[config.mk]
export PLATFORM = sky130hd
export DESIGN_NAME = gf4_msd_mult
export DESIGN_NICKNAME = d
export VERILOG_FILES = /design/src/rtl/gfm_pkg.sv /design/src/rtl/gfm_lookahead.sv /design/src/rtl/gfm_multiples.sv /design/src/rtl/gfm_ctrl.sv /design/src/rtl/gf4_msd_mult.sv
export SDC_FILE = /design/constraint.sdc
export NUM_CORES = 1
export LEC_CHECK = 0
export BUFFER_PORTS_ARGS = -buffer_cell sky130_fd_sc_hd__buf_2
export CAP_MARGIN = 20
export CORE_ASPECT_RATIO = 2
export CORE_MARGIN = 2
export CORE_UTILIZATION = 40
export CTS_BUF_LIST = sky130_fd_sc_hd__clkbuf_8
export DETAILED_ROUTE_END_ITERATION = 8
export MAX_ROUTING_LAYER = met4
export PLACE_DENSITY = 0.64
export SLEW_MARGIN = 20
export SYNTH_ARGS = -nofsm -noshare
export SYNTH_HDL_FRONTEND = slang
export SYNTH_HIERARCHICAL = 1
export SYNTH_SLANG_ARGS = --single-unit
[constraint.sdc]
create_clock -name clk -period 7.2 [get_ports clk]
set_input_delay 1.44 -clock clk [delete_from_list [all_inputs] [get_ports clk]]
set_output_delay 1.44 -clock clk [all_outputs]
set_load 0.005 [all_outputs]
[src/rtl/gfm_pkg.sv]
package gfm_pkg;

   typedef enum logic [1:0] {
      GFM_IDLE = 2'd0,
      GFM_PREP = 2'd1,
      GFM_RUN  = 2'd2
   } gfm_state_e;

   // Control for one step: digit of A and reduction multiple g = g1*x + g0
   typedef struct packed {
      logic a1;
      logic a0;
      logic g1;
      logic g0;
   } gfm_sel_t;

   // Choose g so that degree M+1 and M of the next partial result vanish.
   // t1/t0: coefficients that the shift will move to degree M+1 / M.
   function automatic gfm_sel_t gfm_pick(input logic t1, input logic t0,
                                         input logic a1, input logic a0,
                                         input logic btop, input logic ntop);
      gfm_sel_t s;
      s.a1 = a1;
      s.a0 = a0;
      s.g1 = t1;
      s.g0 = t0 ^ (a1 & btop) ^ (t1 & ntop);
      return s;
   endfunction

endpackage

[src/rtl/gfm_lookahead.sv]
module gfm_lookahead
   import gfm_pkg::*;
(
   input  logic       prep,     // first selection: partial result is zero
   input  logic [1:0] x_mid,    // partial result bits W-3, W-4
   input  logic [1:0] add_hi,   // addend bits W-1, W-2 of the current step
   input  logic [1:0] digit,    // A digit used by the next step
   input  logic       btop,     // B coefficient M-1
   input  logic       ntop,     // N coefficient M-1
   output gfm_sel_t   sel_next
);

   logic t1;
   logic t0;

   // Top two bits of the partial result entering the next step, predicted
   // from narrow slices only
   always_comb begin
      if (prep) begin
         t1 = 1'b0;
         t0 = 1'b0;
      end else begin
         t1 = x_mid[1] ^ add_hi[1];
         t0 = x_mid[0] ^ add_hi[0];
      end
      sel_next = gfm_pick(t1, t0, digit[1], digit[0], btop, ntop);
   end

endmodule

[src/rtl/gfm_multiples.sv]
module gfm_multiples
   import gfm_pkg::*;
#(
   parameter int unsigned W = 17,
   localparam int unsigned VW = W + 2
) (
   input  logic          clk,
   input  logic          rst_n,
   input  logic          load,
   input  logic [W-1:0]  b_val,
   input  logic [W-1:0]  n_val,
   input  gfm_sel_t      sel,
   output logic [VW-1:0] addend
);

   logic [VW-1:0] b1_w;
   logic [VW-1:0] n1_w;
   logic [VW-1:0] b2_w;
   logic [VW-1:0] n2_w;
   logic [VW-1:0] bn1_q;   // B + N
   logic [VW-1:0] n2_q;    // 2N
   logic [VW-1:0] bn2_q;   // 2B + 2N

   // N carries its implied x^M term at bit W
   assign b1_w = {2'b00, b_val};
   assign n1_w = {2'b01, n_val};
   assign b2_w = {1'b0, b_val, 1'b0};
   assign n2_w = {1'b1, n_val, 1'b0};

   always_ff @(posedge clk or negedge rst_n) begin
      if (!rst_n) begin
         bn1_q <= '0;
         n2_q  <= '0;
         bn2_q <= '0;
      end else if (load) begin
         bn1_q <= b1_w ^ n1_w;
         n2_q  <= n2_w;
         bn2_q <= b2_w ^ n2_w;
      end
   end

   // Bit-sliced selection: low mux picks from {0,B,N,B+N}, high mux from
   // {0,2B,2N,2B+2N}, combined with XOR
   for (genvar i = 0; i < VW; i++) begin : g_slice
      logic lo_bit;
      logic hi_bit;
      always_comb begin
         unique case ({sel.a0, sel.g0})
            2'b00:   lo_bit = 1'b0;
            2'b01:   lo_bit = n1_w[i];
            2'b10:   lo_bit = b1_w[i];
            default: lo_bit = bn1_q[i];
         endcase
         unique case ({sel.a1, sel.g1})
            2'b00:   hi_bit = 1'b0;
            2'b01:   hi_bit = n2_q[i];
            2'b10:   hi_bit = b2_w[i];
            default: hi_bit = bn2_q[i];
         endcase
      end
      assign addend[i] = lo_bit ^ hi_bit;
   end

endmodule

[src/rtl/gfm_ctrl.sv]
module gfm_ctrl
   import gfm_pkg::*;
#(
   parameter int unsigned W = 17,
   localparam int unsigned MW = $clog2(W + 1)
) (
   input  logic          clk,
   input  logic          rst_n,
   input  logic          start,
   input  logic [MW-1:0] deg,
   input  logic [W-1:0]  op_a,
   output logic          accept,
   output logic          prep,
   output logic          run,
   output logic          done,
   output logic [1:0]    la_digit,
   output logic [MW-1:0] deg_q
);

   gfm_state_e     state_q;
   logic [MW-1:0]  cnt_q;
   logic [MW-1:0]  steps_q;
   logic [W+1:0]   sh_q;
   logic           done_q;

   assign accept = (state_q == GFM_IDLE) && start;
   assign prep   = (state_q == GFM_PREP);
   assign run    = (state_q == GFM_RUN);
   assign done   = done_q;

   // Setup selects for the first digit, each step for the following one
   assign la_digit = prep ? sh_q[W+1:W] : sh_q[W-1:W-2];

   always_ff @(posedge clk or negedge rst_n) begin
      if (!rst_n) begin
         state_q <= GFM_IDLE;
         cnt_q   <= '0;
         steps_q <= '0;
         sh_q    <= '0;
         deg_q   <= '0;
         done_q  <= 1'b0;
      end else begin
         unique case (state_q)
            GFM_IDLE: begin
               if (start) begin
                  state_q <= GFM_PREP;
                  done_q  <= 1'b0;
                  deg_q   <= deg;
                  cnt_q   <= '0;
                  steps_q <= MW'((deg >> 1) + 1'b1);
                  // odd degree: first digit is (0, A[M-1])
                  sh_q    <= deg[0] ? {1'b0, op_a, 1'b0} : {2'b00, op_a};
               end
            end
            GFM_PREP: begin
               state_q <= GFM_RUN;
            end
            GFM_RUN: begin
               sh_q <= sh_q << 2;
               if (MW'(cnt_q + 1'b1) == steps_q) begin
                  state_q <= GFM_IDLE;
                  done_q  <= 1'b1;
               end else begin
                  cnt_q <= cnt_q + 1'b1;
               end
            end
            default: state_q <= GFM_IDLE;
         endcase
      end
   end

   AST_BUSY_NO_DONE: assert property (@(posedge clk) disable iff (!rst_n)
      (state_q != GFM_IDLE) |-> !done_q);
   AST_CNT_BOUND: assert property (@(posedge clk) disable iff (!rst_n)
      run |-> (cnt_q < steps_q));
   AST_START_IGNORED: assert property (@(posedge clk) disable iff (!rst_n)
      (start && !accept) |=> ($stable(deg_q) && $stable(steps_q)));
   AST_DEG_RANGE: assert property (@(posedge clk) disable iff (!rst_n)
      accept |-> ((deg >= MW'(2)) && (deg <= MW'(W))));

endmodule

[src/rtl/gf4_msd_mult.sv]
module gf4_msd_mult
   import gfm_pkg::*;
#(
   parameter int unsigned W = 17,
   localparam int unsigned MW = $clog2(W + 1)
) (
   input  logic          clk,
   input  logic          rst_n,
   input  logic          start,
   input  logic [MW-1:0] deg,
   input  logic [W-1:0]  op_a,
   input  logic [W-1:0]  op_b,
   input  logic [W-1:0]  poly,
   output logic          done,
   output logic [W-1:0]  product
);

   localparam int unsigned VW = W + 2;

   if (W < 4) begin : g_bad_width
      $error("gf4_msd_mult: W must be at least 4");
   end

   logic          accept;
   logic          prep;
   logic          run;
   logic [1:0]    la_digit;
   logic [MW-1:0] deg_q;
   logic [W-1:0]  b_q;
   logic [W-1:0]  n_q;
   logic [W-1:0]  x_q;
   gfm_sel_t      sel_q;
   gfm_sel_t      sel_next;
   logic [VW-1:0] addend;
   logic [VW-1:0] wide;

   gfm_ctrl #(.W(W)) u_ctrl (
      .clk      (clk),
      .rst_n    (rst_n),
      .start    (start),
      .deg      (deg),
      .op_a     (op_a),
      .accept   (accept),
      .prep     (prep),
      .run      (run),
      .done     (done),
      .la_digit (la_digit),
      .deg_q    (deg_q)
   );

   gfm_multiples #(.W(W)) u_mult (
      .clk    (clk),
      .rst_n  (rst_n),
      .load   (prep),
      .b_val  (b_q),
      .n_val  (n_q),
      .sel    (sel_q),
      .addend (addend)
   );

   gfm_lookahead u_look (
      .prep     (prep),
      .x_mid    (x_q[W-3:W-4]),
      .add_hi   (addend[W-1:W-2]),
      .digit    (la_digit),
      .btop     (b_q[W-1]),
      .ntop     (n_q[W-1]),
      .sel_next (sel_next)
   );

   // Wired 2-place shift, then XOR with the selected addend
   assign wide = {x_q, 2'b00} ^ addend;

   always_ff @(posedge clk or negedge rst_n) begin
      if (!rst_n) begin
         b_q <= '0;
         n_q <= '0;
      end else if (accept) begin
         b_q <= op_b;
         n_q <= poly;
      end
   end

   always_ff @(posedge clk or negedge rst_n) begin
      if (!rst_n) begin
         x_q   <= '0;
         sel_q <= '0;
      end else begin
         if (prep) begin
            x_q <= '0;
         end else if (run) begin
            x_q <= wide[W-1:0];
         end
         if (prep || run) begin
            sel_q <= sel_next;
         end
      end
   end

   assign product = x_q;

   AST_TOP_CLEAR: assert property (@(posedge clk) disable iff (!rst_n)
      run |-> (wide[VW-1:W] == 2'b00));
   AST_RESULT_REDUCED: assert property (@(posedge clk) disable iff (!rst_n)
      done |-> ((product << deg_q) == '0));
   AST_INPUT_ALIGNED: assert property (@(posedge clk) disable iff (!rst_n)
      accept |-> (((op_a << deg) == '0) && ((op_b << deg) == '0)
                  && ((poly << deg) == '0)));
   AST_OPERANDS_HELD: assert property (@(posedge clk) disable iff (!rst_n)
      (start && !accept) |=> ($stable(b_q) && $stable(n_q)));
   AST_DONE_HOLD: assert property (@(posedge clk) disable iff (!rst_n)
      (done && !start) |=> (done && $stable(product)));

endmodule

# == Word-level counts from Yosys, hierarchy flattened ==
# Index checks and enable logic that the tools add are counted.
# totals
word_cells,117
out_inout_bits,18
mem_bits_ro,0
in_bits,59
n_memories,0
ram_bits,0
regBits,143
latch_bits,0
# op_classes
order_cmp,0
shifts,0
n_mul,0
n_addsub,2
muxes,51
n_reduce_logical,13
div,0
n_eq_ne,10
n_bitwise,26
# ops
op,count
$pmux 1 s3,33
$pmux 19 s2,1
$mux 17,2
$xor 1x1->1,21
$mux 19,1
$xor 18x19->19,1
$mux 18,1
$xor 17x18->18,1
$xor 17x17->17,1
$mux 5,2
$pmux 5 s2,1
$eq 2x1->1 const B,3
$eq 2x2->1 const B,3
$logic_not 2->1,3
$mux 2,3
$pmux 2 s3,1
$reduce_and 2->1,3
$reduce_and 3->1,2
$add 4x1->5 const B,1
$add 5x1->5 const B,1
$eq 5x5->1,1
$mux 1,5
$ne 2x2->1 const B,2
$reduce_bool 2->1,2
other kinds (6),7

# == Logic depth before layout (Yosys ltp) ==
# logic_depth
depth_word,7
mapped_depth,10
depth_no_buf,8

# == Modules after synthesis ==
# Netlist, hierarchy kept.
# by_module_without_submodules
module,area_per_inst_um2,seq_area_each_um2,n_inst,cells_each
gfm_multiples,2512.4,875.8,1,230
gf4_msd_mult,2449.8,1376.3,1,153
gfm_ctrl,1899.3,925.9,1,182
gfm_lookahead,77.6,0.0,1,11

# == Least setup slack after synthesis ==
# OpenSTA, ideal clock, no wires.
# synth_path
path_type,input -> register
startpoint,in start
endpoint,reg b_q[10]
t_arrival_ns,2.523
stages,6
setup_slack_ns,4.552
required_time_ns,7.075
n_path_buf,3
setup_time_ns,0.125
cell_sequence,nand2_2 > inv_2 > clkbuf_1 > buf_6 > buf_12 > mux2_4
# synth_via
elab_chain_len,1
# synth_lines
element,line_no,text
start: declaration,gf4_msd_mult.sv:9,"input logic start,"
$logic_and 1x1->1,gfm_ctrl.sv:26,assign accept = (state_q == GFM_IDLE) && start;
named net accept,gf4_msd_mult.sv:24,logic accept;
end signal: assignment,gf4_msd_mult.sv:79,b_q <= op_b;
end: declaration,gf4_msd_mult.sv:29,logic [W-1:0] b_q;
# The timed path passes the listed nets, and every way through them passes these cells.
# A chain may end at the register's enable or synchronous reset.

==> key figures <==
Clock tree
  • Hold buffers post-CTS: 0
  • Post-CTS repair timing setup buffer count: 0
  • CTS tree: done
  • CTS max path bufs: 2
  • Worst skew pair latency: 0.43 ns
  • Clock sink count: 120
  • H-tree depth: 4
  • Root buf cell: clkbuf_8
  • Total CTS buffers: 17
  • Clk slew on worst S/H paths: 0.07 ns
  • Post-CTS Resized: 0

Timing
  • RSZ-0062 raised after global routing: no
  • Endpoints failing setup: 0
  • Worst slew margin: 35.8%
  • Worst Tran Pin Value: 0.960 ns
  • Period utilization: 42.9%
  • TNS Setup: 0 ns
  • Period minus WS final: 3.09 ns
  • Fin worst setup slack: 4.11 ns
  • Clock skew: 0.0154 ns
  • Fin. max-slew vios: 0
  • Final hold violations: 0
  • Peak Freq: 324 MHz

Final layout
  • Area Growth Syn to Fin: 10.7%
  • Nets: 664
  • Fillers: 1,500
  • Layout cells sized above 1: 35.2%
  • Final Instance Count excl. Fillers: 821

Floorplan
  • Initial core utilization: 40.8%
  • Die ar.: 17,700 sq um
  • Core area: 16,300 sq um
  • Die height: 186 um
  • Rows: 66
  • Die X: 95.1 um
  • Total I/O pin count: 77

Routing
  • Antenna viol nets, final: 0
  • Wire per inst: 18.0 um
  • Detailed-route via count: 4,346
  • DRC Markers: 0
  • First DRT Iteration DRCs: 207
  • Routed vias/inst: 5.29
  • Pre-antenna DRT Iters: 4
  • Drt total wl: 14.8 mm

Power and ir drop
  • Clock power frac: 14.1%
  • Sequential share of power: 34.6%
  • Internal cell power: 2.32 mW
  • Pwr/cell area: 533 nW/um^2
  • Sw Ratio: 40.8%
  • Static leakage: 3.24 nW
  • Maximum VDD drop: 0.000234 V
  • Switching power: 1.60 mW
  • Gate power share: 51.3%
  • Tot Pwr: 3.91 mW

Synthesis
  • Post-Synthesis Cell Area: 6640 sq um
  • Syn. warnings: 6
  • Syn nets: 605
  • Syn Area/Cell: 12.2 sq um
  • Cells after Synth: 544

Critical path
  • Crit start category: flip-flop
  • Worst Path Required: 7.50 ns
  • Worst Path Arrival: 3.39 ns
  • CP Class: reg -> reg
  • Critical path fanouts, max: 19
  • R2R depth: 9
  • Reg2Reg Setup Slack: 4.11 ns
  • CP Capture Type: flip-flop

Hold path
  • Hold Crit Class: reg -> reg
  • Hold path depth: 2

Global routing
  • Grt total ovfl: 0
  • First-pass GRT wire length: 24.0 mm
  • Initial antenna violation count: 1
  • Vias in the first global route: 4,624
  • Largest net degree at the start of global routing: 71
  • Total Routing Usage GR: 18.4%

Placement
  • Dpl cells: 788
  • Input/output buffers: 76
  • GPL Wtd Cong: 0.780
  • Post-DP HPWL: 10.2 mm
  • Pre-CTS setup slack: 3.69 ns

Flow run
  • Max Cap Violations: 0

Run status
  • Status: finished clean
-- metrics by stage --
| step | cell area [sq um] | hold WS [ns] | utilization (%) |
|---|---|---|---|
| 3_5_place_dp | 6980 | 0.479 | 42.9 |
| 6_report | 7340 | 0.494 | 45.1 |
| 3_3_place_gp | 6980 | 0.467 | 42.9 |
| 2_1_floorplan | 6640 | 0.440 | - |
| 5_1_grt | 7340 | 0.510 | 45.1 |
| 4_1_cts | 7340 | 0.500 | 45.1 |
-- worst max-delay path, cell delays in order, from the launching register on --
cell,delay [ns]
dfrtp_1,0.32
buf_4,0.31
nor2b_4,0.65
a22oi_1,0.22
xnor2_1,0.41
xor2_1,0.22
a21oi_1,0.05
or3b_1,0.36
xor2_1,0.17
mux2_2,0.26
-- power groups by stage --
stage | combinational [mW] | clock, mW | sequential (mW)
3_5_place_dp | 2.02 | 0 | 1.37
6_report | 2.01 | 0.550 | 1.36
5_1_grt | 2.17 | 0.594 | 1.41
2_1_floorplan | 1.73 | 0 | 1.24
3_3_place_gp | 1.96 | 0 | 1.35
4_1_cts | 2.03 | 0.571 | 1.36
-- state kept, by name, indices dropped and copies added, names as in the netlist --
signal          flops
u_ctrl/state_q      2
u_ctrl/sh_q        19
u_mult/n2_q        16
sel_q               4
u_mult/bn1_q       17
u_ctrl/cnt_q        5
u_ctrl/steps_q      5
u_ctrl/done         1
n_q                17
b_q                17
product            17
-- final cells by class --
| class | instances | area [sq um] | share of cell area [%] |
|---|---|---|---|
| Clock inverter | 14 | 111 | 1.52 |
| Timing Repair Buffer | 83 | 435 | 5.93 |
| Clock buffer | 18 | 248 | 3.37 |
| Inverter | 4 | 17.5 | 0.239 |
| Tap cell | 204 | 255 | 3.48 |
| Sequential cell | 120 | 3000 | 40.9 |
| Antenna cell | 1 | 2.50 | 0.0341 |
| Multi-Input combinational cell | 377 | 3270 | 44.5 |
-- placed cells by master (no fill, tap or decap), types with 2 or more instances in the layout --
cell type / n
dfrtp_1: 120
buf_2: 75
nor2_1: 53
xnor2_1: 52
mux2i_1: 52
mux2_4: 38
mux2_2: 35
nand2_1: 30
a21oi_1: 20
clkbuf_8: 18
a221o_1: 15
a211oi_2: 14
buf_4: 8
a22oi_2: 8
xor2_1: 7
nand3_1: 7
a22oi_1: 7
clkinvlp_4: 5
inv_1: 5
o21ai_0: 5
clkinv_2: 3
a211oi_1: 2
nor2b_4: 2
nor2b_1: 2
nand4b_1: 2
and3_1: 2
nor4b_1: 2
a311o_1: 2
nand2b_1: 2
ha_1: 2
-- layer usage --
| layer | GRT usage, % | vias up | wire length (um) |
|---|---|---|---|
| met5 | - | - | 0 |
| met4 | 9.86 | 0 | 666 |
| met3 | 3.14 | 27 | 531 |
| met2 | 31.0 | 104 | 7960 |
| met1 | 20.4 | 2186 | 5600 |
| li1 | - | 2029 | - |
-- path summary, 6_finish.rpt --
kind / startpoint / endpoint
setup reg to reg: sel_q[2] / sel_q[0]
hold / removal: u_ctrl/sh_q[17] / u_ctrl/sh_q[17]
hold reg to reg: u_ctrl/sh_q[17] / u_ctrl/sh_q[17]
max in group asynchronous: rst_n / u_mult/n2_q[6]
min in group asynchronous: rst_n / u_ctrl/sh_q[13]
setup / recovery: sel_q[2] / sel_q[0]
Note: power is estimated with default switching activity, not from simulation.
